===== config.mk =====
export PLATFORM = sky130hd
export DESIGN_NAME = spi_fault_target
export DESIGN_NICKNAME = d
export VERILOG_FILES = /design/src/rtl/spi_ft_pkg.sv /design/src/rtl/spi_ft_edge.sv /design/src/rtl/spi_ft_rx.sv /design/src/rtl/spi_ft_tx.sv /design/src/rtl/spi_fault_target.sv
export SDC_FILE = /design/constraint.sdc
export NUM_CORES = 1
export LEC_CHECK = 0
export ABC_AREA = 1
export BUFFER_PORTS_ARGS = -buffer_cell sky130_fd_sc_hd__buf_2
export CAP_MARGIN = 30
export CORE_ASPECT_RATIO = 1.1
export CORE_UTILIZATION = 45
export DETAILED_ROUTE_END_ITERATION = 8
export HOLD_SLACK_MARGIN = 0.03
export PLACE_DENSITY_LB_ADDON = 0.1
export SYNTH_ARGS = -nofsm -noshare
export SYNTH_HDL_FRONTEND = slang
export SYNTH_SLANG_ARGS = --single-unit
export TNS_END_PERCENT = 100

===== constraint.sdc =====
create_clock -name clk_i -period 4.5 [get_ports clk_i]
set_input_delay 0.45 -clock clk_i [delete_from_list [all_inputs] [get_ports clk_i]]
set_output_delay 0.45 -clock clk_i [all_outputs]
set_load 0.005 [all_outputs]

===== src/rtl/spi_ft_pkg.sv =====
package spi_ft_pkg;
  localparam int unsigned WORD_W_DEF = 32;

  typedef struct packed {
    logic rise;     // sclk low->high while selected
    logic fall;     // sclk high->low while selected
    logic cs_rise;  // select window closes
  } spi_ev_t;
endpackage


===== src/rtl/spi_ft_edge.sv =====
module spi_ft_edge
  import spi_ft_pkg::*;
(
  input  logic    clk_i,
  input  logic    rst_ni,
  input  logic    cs_ni,
  input  logic    sclk_i,
  output spi_ev_t ev_o
);
  logic sclk_q;
  logic cs_q;

  always_ff @(posedge clk_i or negedge rst_ni) begin
    if (!rst_ni) begin
      sclk_q <= 1'b0;
      cs_q   <= 1'b1;
    end else begin
      sclk_q <= sclk_i;
      cs_q   <= cs_ni;
    end
  end

  always_comb begin
    ev_o.rise    = ~cs_ni & sclk_i & ~sclk_q;
    ev_o.fall    = ~cs_ni & ~sclk_i & sclk_q;
    ev_o.cs_rise = cs_ni & ~cs_q;
  end
endmodule


===== src/rtl/spi_ft_rx.sv =====
module spi_ft_rx
  import spi_ft_pkg::*;
#(
  parameter int unsigned WORD_W = WORD_W_DEF
) (
  input  logic              clk_i,
  input  logic              rst_ni,
  input  logic              cs_ni,
  input  spi_ev_t           ev_i,
  input  logic              mosi_i,
  input  logic              err_clr_i,
  output logic [WORD_W-1:0] rx_word_o,
  output logic              rx_valid_o,
  output logic              frame_err_o
);
  localparam int unsigned CNT_W = $clog2(WORD_W);
  localparam logic [CNT_W-1:0] LAST = CNT_W'(WORD_W - 1);

  logic [CNT_W-1:0]  cnt_q;
  logic [WORD_W-1:0] sh_q;
  logic [WORD_W-1:0] sh_nxt;

  assign sh_nxt = {sh_q[WORD_W-2:0], mosi_i};

  always_ff @(posedge clk_i or negedge rst_ni) begin
    if (!rst_ni) begin
      cnt_q      <= '0;
      sh_q       <= '0;
      rx_word_o  <= '0;
      rx_valid_o <= 1'b0;
    end else begin
      rx_valid_o <= 1'b0;
      if (cs_ni) begin
        cnt_q <= '0;
        sh_q  <= '0;
      end else if (ev_i.rise) begin
        sh_q <= sh_nxt;
        if (cnt_q == LAST) begin
          cnt_q      <= '0;
          rx_word_o  <= sh_nxt;
          rx_valid_o <= 1'b1;
        end else begin
          cnt_q <= cnt_q + 1'b1;
        end
      end
    end
  end

  // cnt_q still holds the window's count on the cs_rise cycle
  always_ff @(posedge clk_i or negedge rst_ni) begin
    if (!rst_ni)                            frame_err_o <= 1'b0;
    else if (ev_i.cs_rise && cnt_q != '0)   frame_err_o <= 1'b1;
    else if (err_clr_i)                     frame_err_o <= 1'b0;
  end
endmodule


===== src/rtl/spi_ft_tx.sv =====
module spi_ft_tx
  import spi_ft_pkg::*;
#(
  parameter int unsigned WORD_W = WORD_W_DEF
) (
  input  logic              clk_i,
  input  logic              rst_ni,
  input  logic              cs_ni,
  input  spi_ev_t           ev_i,
  input  logic              fault_i,
  input  logic [WORD_W-1:0] resp_word_i,
  output logic              tx_bit_o
);
  localparam int unsigned CNT_W = $clog2(WORD_W);
  localparam logic [CNT_W-1:0] LAST = CNT_W'(WORD_W - 1);

  logic [CNT_W-1:0]  cnt_q;
  logic [WORD_W-1:0] sh_q;
  logic [WORD_W-1:0] fresh;

  assign fresh = {fault_i, resp_word_i[WORD_W-2:0]};

  // idle: keep a fresh word staged so bit 31 is valid the moment cs falls
  always_ff @(posedge clk_i or negedge rst_ni) begin
    if (!rst_ni) begin
      cnt_q <= '0;
      sh_q  <= '0;
    end else if (cs_ni) begin
      cnt_q <= '0;
      sh_q  <= fresh;
    end else if (ev_i.fall) begin
      if (cnt_q == LAST) begin
        cnt_q <= '0;
        sh_q  <= fresh;
      end else begin
        cnt_q <= cnt_q + 1'b1;
        sh_q  <= {sh_q[WORD_W-2:0], 1'b0};
      end
    end
  end

  assign tx_bit_o = sh_q[WORD_W-1];
endmodule


===== src/rtl/spi_fault_target.sv =====
module spi_fault_target
  import spi_ft_pkg::*;
#(
  parameter int unsigned WORD_W = WORD_W_DEF
) (
  input  logic              clk_i,
  input  logic              rst_ni,
  input  logic              cs_ni,
  input  logic              sclk_i,
  input  logic              mosi_i,
  output logic              sdo_o,
  output logic              sdo_en_o,
  input  logic              fault_i,
  input  logic [WORD_W-1:0] resp_word_i,
  output logic [WORD_W-1:0] rx_word_o,
  output logic              rx_valid_o,
  output logic              frame_err_o,
  input  logic              err_clr_i
);
  spi_ev_t ev;
  logic    tx_bit;

  spi_ft_edge u_edge (
    .clk_i (clk_i),
    .rst_ni(rst_ni),
    .cs_ni (cs_ni),
    .sclk_i(sclk_i),
    .ev_o  (ev)
  );

  spi_ft_rx #(.WORD_W(WORD_W)) u_rx (
    .clk_i      (clk_i),
    .rst_ni     (rst_ni),
    .cs_ni      (cs_ni),
    .ev_i       (ev),
    .mosi_i     (mosi_i),
    .err_clr_i  (err_clr_i),
    .rx_word_o  (rx_word_o),
    .rx_valid_o (rx_valid_o),
    .frame_err_o(frame_err_o)
  );

  spi_ft_tx #(.WORD_W(WORD_W)) u_tx (
    .clk_i      (clk_i),
    .rst_ni     (rst_ni),
    .cs_ni      (cs_ni),
    .ev_i       (ev),
    .fault_i    (fault_i),
    .resp_word_i(resp_word_i),
    .tx_bit_o   (tx_bit)
  );

  // enable follows cs directly: no clock edge between select and first bit
  assign sdo_en_o = ~cs_ni;
  assign sdo_o    = ~cs_ni & tx_bit;
endmodule


# After elaboration in Yosys (flattened, before gate mapping)
# Index checks and enable logic that the tools add are counted.
dict set report totals {
  ff_bits 109
  inputBits 39
  wordCells 45
  output_inout_bits 36
}
dict set report classes {
  n_addsub 2
  bitwise 10
  n_eq_ne 2
  reduce_logical 6
  muxes 16
}
# cell n
set ops {}
lappend ops {{32-bit 2-to-1 mux} 3}
lappend ops {{31-bit 2-to-1 mux} 2}
lappend ops {{5-bit 2-to-1 mux} 6}
lappend ops {{5-bit by 1-bit adder with 5-bit output, second input constant} 2}
lappend ops {{5-bit == test, second input constant} 2}
lappend ops {{1-bit AND} 6}
lappend ops {{2-bit nonzero test} 3}
lappend ops {{1-bit 2-to-1 mux} 5}
lappend ops {{5-bit nonzero test} 1}
lappend ops {{1-bit NOT} 4}
lappend ops {{3-bit AND reduction} 1}
lappend ops {{1-bit logical AND} 1}

# Longest topological paths before layout
dict set report logic_depth {
  word_depth 5
  mapped_depth 10
  mapped_depth_nobuf 9
}

# Cells and area by module
# A second synthesis with hierarchy kept.
dict set report unflattened {
  hier_cells 471
  hier_area_um2 4599.4
}
# module seq_area_each_um2 cells_each n_inst area_each_um2
set modules_own_cells {}
lappend modules_own_cells {spi_ft_rx 1751.7 250 1 2766.4}
lappend modules_own_cells {spi_ft_tx 925.9 209 1 1739.2}
lappend modules_own_cells {spi_ft_edge 51.3 9 1 80.1}
lappend modules_own_cells {spi_fault_target 0.0 3 1 13.8}

# Least setup slack after synthesis
# No wires, ideal clock.
dict set report synth_path {
  path_type {register -> register}
  startpoint {register u_tx.cnt_q[0]}
  endpoint {register u_tx.sh_q[31]}
  n_path_buf 1
  setup_slack_ps 2900
  setup_time_ps 124
  path_stages_with_launch 10
  arrival_ps 1476
  period_less_slack_ps 1600
  required_ps 4376
  path_cell_list {dfrtp_1 -> ha_1 -> nand2_1 -> nor2_1 -> ha_1 -> nor2_4 -> buf_2 -> nand2_1 -> o211ai_1 -> nand2_1}
}
dict set report synth_between {
  elab_chain_cells 4
}
# element line_no
set synth_rtl {}
lappend synth_rtl {{from (decl)} spi_ft_tx.sv:17} ;# logic [CNT_W-1:0] cnt_q;
lappend synth_rtl {{from (signal assigned)} spi_ft_tx.sv:36} ;# cnt_q <= cnt_q + 1'b1;
lappend synth_rtl {{5-bit == test} spi_ft_tx.sv:32} ;# if (cnt_q == LAST) begin
lappend synth_rtl {{32-bit 2-to-1 mux} spi_ft_tx.sv:32}
lappend synth_rtl {{32-bit 2-to-1 mux} spi_ft_tx.sv:31} ;# end else if (ev_i.fall) begin
lappend synth_rtl {{32-bit 2-to-1 mux} spi_ft_tx.sv:28} ;# end else if (cs_ni) begin
lappend synth_rtl {{to (signal assigned)} spi_ft_tx.sv:30} ;# sh_q <= fresh;
lappend synth_rtl {{to (signal assigned)} spi_ft_tx.sv:34} ;# sh_q <= fresh;
lappend synth_rtl {{to (signal assigned)} spi_ft_tx.sv:37} ;# sh_q <= {sh_q[WORD_W-2:0], 1'b0};
lappend synth_rtl {{to (decl)} spi_ft_tx.sv:18} ;# logic [WORD_W-1:0] sh_q;
# Every way passes these cells. The select of a mux whose other input is x is not followed.
# A chain may end at the register's enable or synchronous reset.

# Worst setup path after layout
dict set report layout_path {
  startpoint {register u_rx.cnt_q[0]}
  endpoint {register u_rx.rx_word_o[1]}
}
dict set report layout_between {
  elab_chain_cells 2
}
# element line_no
set layout_rtl {}
lappend layout_rtl {{from (decl)} spi_ft_rx.sv:19} ;# logic [CNT_W-1:0] cnt_q;
lappend layout_rtl {{from (signal assigned)} spi_ft_rx.sv:43} ;# cnt_q <= cnt_q + 1'b1;
lappend layout_rtl {{5-bit == test} spi_ft_rx.sv:38} ;# if (cnt_q == LAST) begin
lappend layout_rtl {{3-bit AND reduction (no line)} --}
lappend layout_rtl {{to (signal assigned)} spi_ft_rx.sv:40} ;# rx_word_o <= sh_nxt;
lappend layout_rtl {{to (decl)} spi_ft_rx.sv:12} ;# output logic [WORD_W-1:0] rx_word_o,
# Every way passes these cells.

==> summary.txt <==
Setup path
  • Cell family with most CP delay: simple AND/OR/NAND/NOR gates
  • Critical path, cell by cell: ha_1 -> nand2_1 -> nor2_1 -> ha_1 -> inv_1 -> buf_16 -> nor2_4 -> nand2_1 -> nand2_1
  • Top cell by count, worst path: nand2_1
  • Buf+Inv Stages, Crit Path: 2
  • Worst stage delay on the critical path: 0.57 ns
  • Crit path kind: reg -> reg
  • CP max FO: 33
  • Worst path slowest cell: nor2_4
  • Crit start category: flip-flop
  • CP Capture Type: flip-flop
  • CP required: 4.78 ns
  • Critical path arrival: 2.54 ns

Clocking
  • CTS hold repair buffers: 0
  • Clock root cell: clkbuf_16
  • Post-CTS Setup Bufs: 0
  • Longest Clk Path Bufs: 2
  • H-tree levels: 3
  • # clock sinks: 109
  • Clk slew on worst S/H paths: 0.07 ns
  • CTS resizes: 0
  • Worst-Skew Late Latency: 0.34 ns
  • Total CTS buffers: 9
  • CTS tree: built

Final layout
  • Layout Nets: 632
  • # fillers: 1014
  • Register area: 2730 µm²
  • N_diodes: 0
  • Most common cell after layout, fill and taps aside: nand2_1
  • Multi-input logic area: 1500 µm²
  • Most frequent cells in the layout: nand2_1, dfrtp_1, inv_1
  • Area Overhead vs Synth: 14.6%
  • Layout cells sized above 1: 0.172

Drt
  • DRT Wirelength: 8590 µm
  • DR pass1 iterations: 4
  • Wire per inst: 11.7 µm
  • DRC violations left: 0
  • Initial DRC Count: 184
  • Vias: 3480
  • Antenna Nets Post-Route: 0
  • Vias per inst: 4.73

Placement
  • Dpl hpwl: 5410 µm
  • Gpl congestion: 0.770
  • Buffers on Ports: 73

Timing
  • Hold slack: 0.151 ns
  • Slew HR: 0.487
  • Max Clock Skew: 0.00449 ns
  • Crit share post-route: 0.503
  • Final Hold Fails: 0
  • RSZ-0062 raised after global routing: false
  • Max Fclk: 442 MHz
  • Max Slew Vio Count: 0
  • Worst-Margin Slew: 0.770 ns
  • Setup_tns: 0 ns
  • Setup Viol. Count Final: 0
  • Minimum clock period: 2.26 ns

Die
  • Die Span X: 100 µm
  • Initial Utilization: 0.460
  • Row cnt: 39
  • Die area: 11000 µm²
  • Core box area: 10300 µm²
  • Die height: 110 µm
  • Num ports: 75

Power and ir drop
  • Maximum vdd ir drop: 0.000178 V
  • Tot Pwr: 2.03 mW
  • Leakage: 2.88 nW
  • Pwr/cell area: 373 nW/µm²

Yosys
  • Async SR Flop Fraction: 1.00
  • Top cells by area, synth: dfrtp_1, nand2_1, o21ai_1
  • Post-synth EDFFs: 0
  • Ys Warns: 0
  • Main synth FF type: dfrtp_1
  • Synthesized cell area: 4760 µm²
  • Syn nets: 573
  • Distinct cell type count after synthesis: 24
  • Synthesized instance count: 529
  • Part of the Yosys area used for sequential elements: 0.573
  • Seq cells post-synth: 109
  • Mean post-synth cell area: 8.99 µm²
  • Cell taking the most area after synthesis: dfrtp_1
  • Top cell type's share of synthesized area: 0.568

Global route
  • Antenna violations before repair: 0
  • First-pass GRT wire length: 15000 µm
  • Total GRT Usage: 0.173
  • Congestion Overflow GR: 0
  • Pin count of the biggest net entering global routing: 74
  • Vias in the first global route: 3242

Status
  • Outcome: finished, final reports clean

Hold path
  • Hold crit path type: in -> async

Job
  • Max-cap violations: 0
where the power goes:
part,total (mW),switching [mW],internal (mW)
Sequential,1.06,0.0314,1.03
Clock,0.799,0.351,0.448
Combinational,0.171,0.107,0.0640
Total,2.03,0.489,1.54
layer usage:
metal	vias up	routed length, µm	global-route usage
met5	-	0	0
met4	0	114	0.0663
met3	9	290	0.0426
met2	58	4010	0.287
met1	1611	4180	0.221
li1	1802	-	-
per-stage QoR:
step                area (µm²)  setup slack [ns]  instances   util
CTS                       5430              2.18        735  0.525
global placement          5080              1.95        717  0.491
detailed placement        5120              1.93        719  0.495
floorplan                 4760              2.90        529      -
finish                    5450              2.24        736  0.527
global route              5450              1.92        736  0.527
cells by family after synthesis:
kind of cell,Yosys count,share of synthesized area
fa+ha+maj,5,0.0131
simple gates,177,0.154
flops,109,0.573
buf+inv,106,0.111
xor+xnor,1,0.00184
compound gates,131,0.146
synthesized netlist by cell type, types with 2 or more instances:
cell type and count:
buf_2 9, buf_4 3, buf_6 14, clkbuf_1 3, dfrtp_1 108, ha_1 5
inv_1 75, inv_4 2, nand2_1 150, nand2_4 2, nand3_1 12, nand4_1 2
nor2_1 6, nor2_4 2, o21ai_0 38, o21ai_1 62, o22ai_1 29
final timing paths:
kind,cells past startpoint,start,slack [ns],endpoint
max,9,u_rx.cnt_q[0],2.24,u_rx.rx_word_o[1]
min,2,rst_ni,0.15,u_rx.rx_word_o[6]
max reg2reg,9,u_rx.cnt_q[0],2.24,u_rx.rx_word_o[1]
min reg2reg,2,u_rx.sh_q[1],0.47,u_rx.rx_word_o[2]
max in group asynchronous,2,rst_ni,3.93,u_edge.cs_q
min in group clk_i,1,cs_ni,0.27,u_edge.cs_q
flip-flops by register name (all words and copies together) (netlist names):
name              cells
u_rx.rx_word_o       32
u_edge.cs_q           1
u_rx.cnt_q            5
u_rx.rx_valid_o       1
u_edge.sclk_q         1
u_tx.sh_q            32
u_rx.sh_q            31
u_tx.cnt_q            5
u_rx.frame_err_o      1
final cells by class:
cell class | count | share of cell area
clock buffer | 11 | 0.0445
clock inverter | 5 | 0.0110
inverter | 77 | 0.0539
multi-input combinational | 314 | 0.275
sequential | 109 | 0.500
tap | 143 | 0.0328
timing repair buffer | 77 | 0.0826
worst register-to-register path, stage by stage (launching register included):
cell     delay, ns
dfrtp_1       0.40
ha_1          0.21
nand2_1       0.06
nor2_1        0.09
ha_1          0.19
inv_1         0.19
buf_16        0.23
nor2_4        0.57
nand2_1       0.15
nand2_1       0.11
No activity file was read; power rests on OpenSTA's default activity.
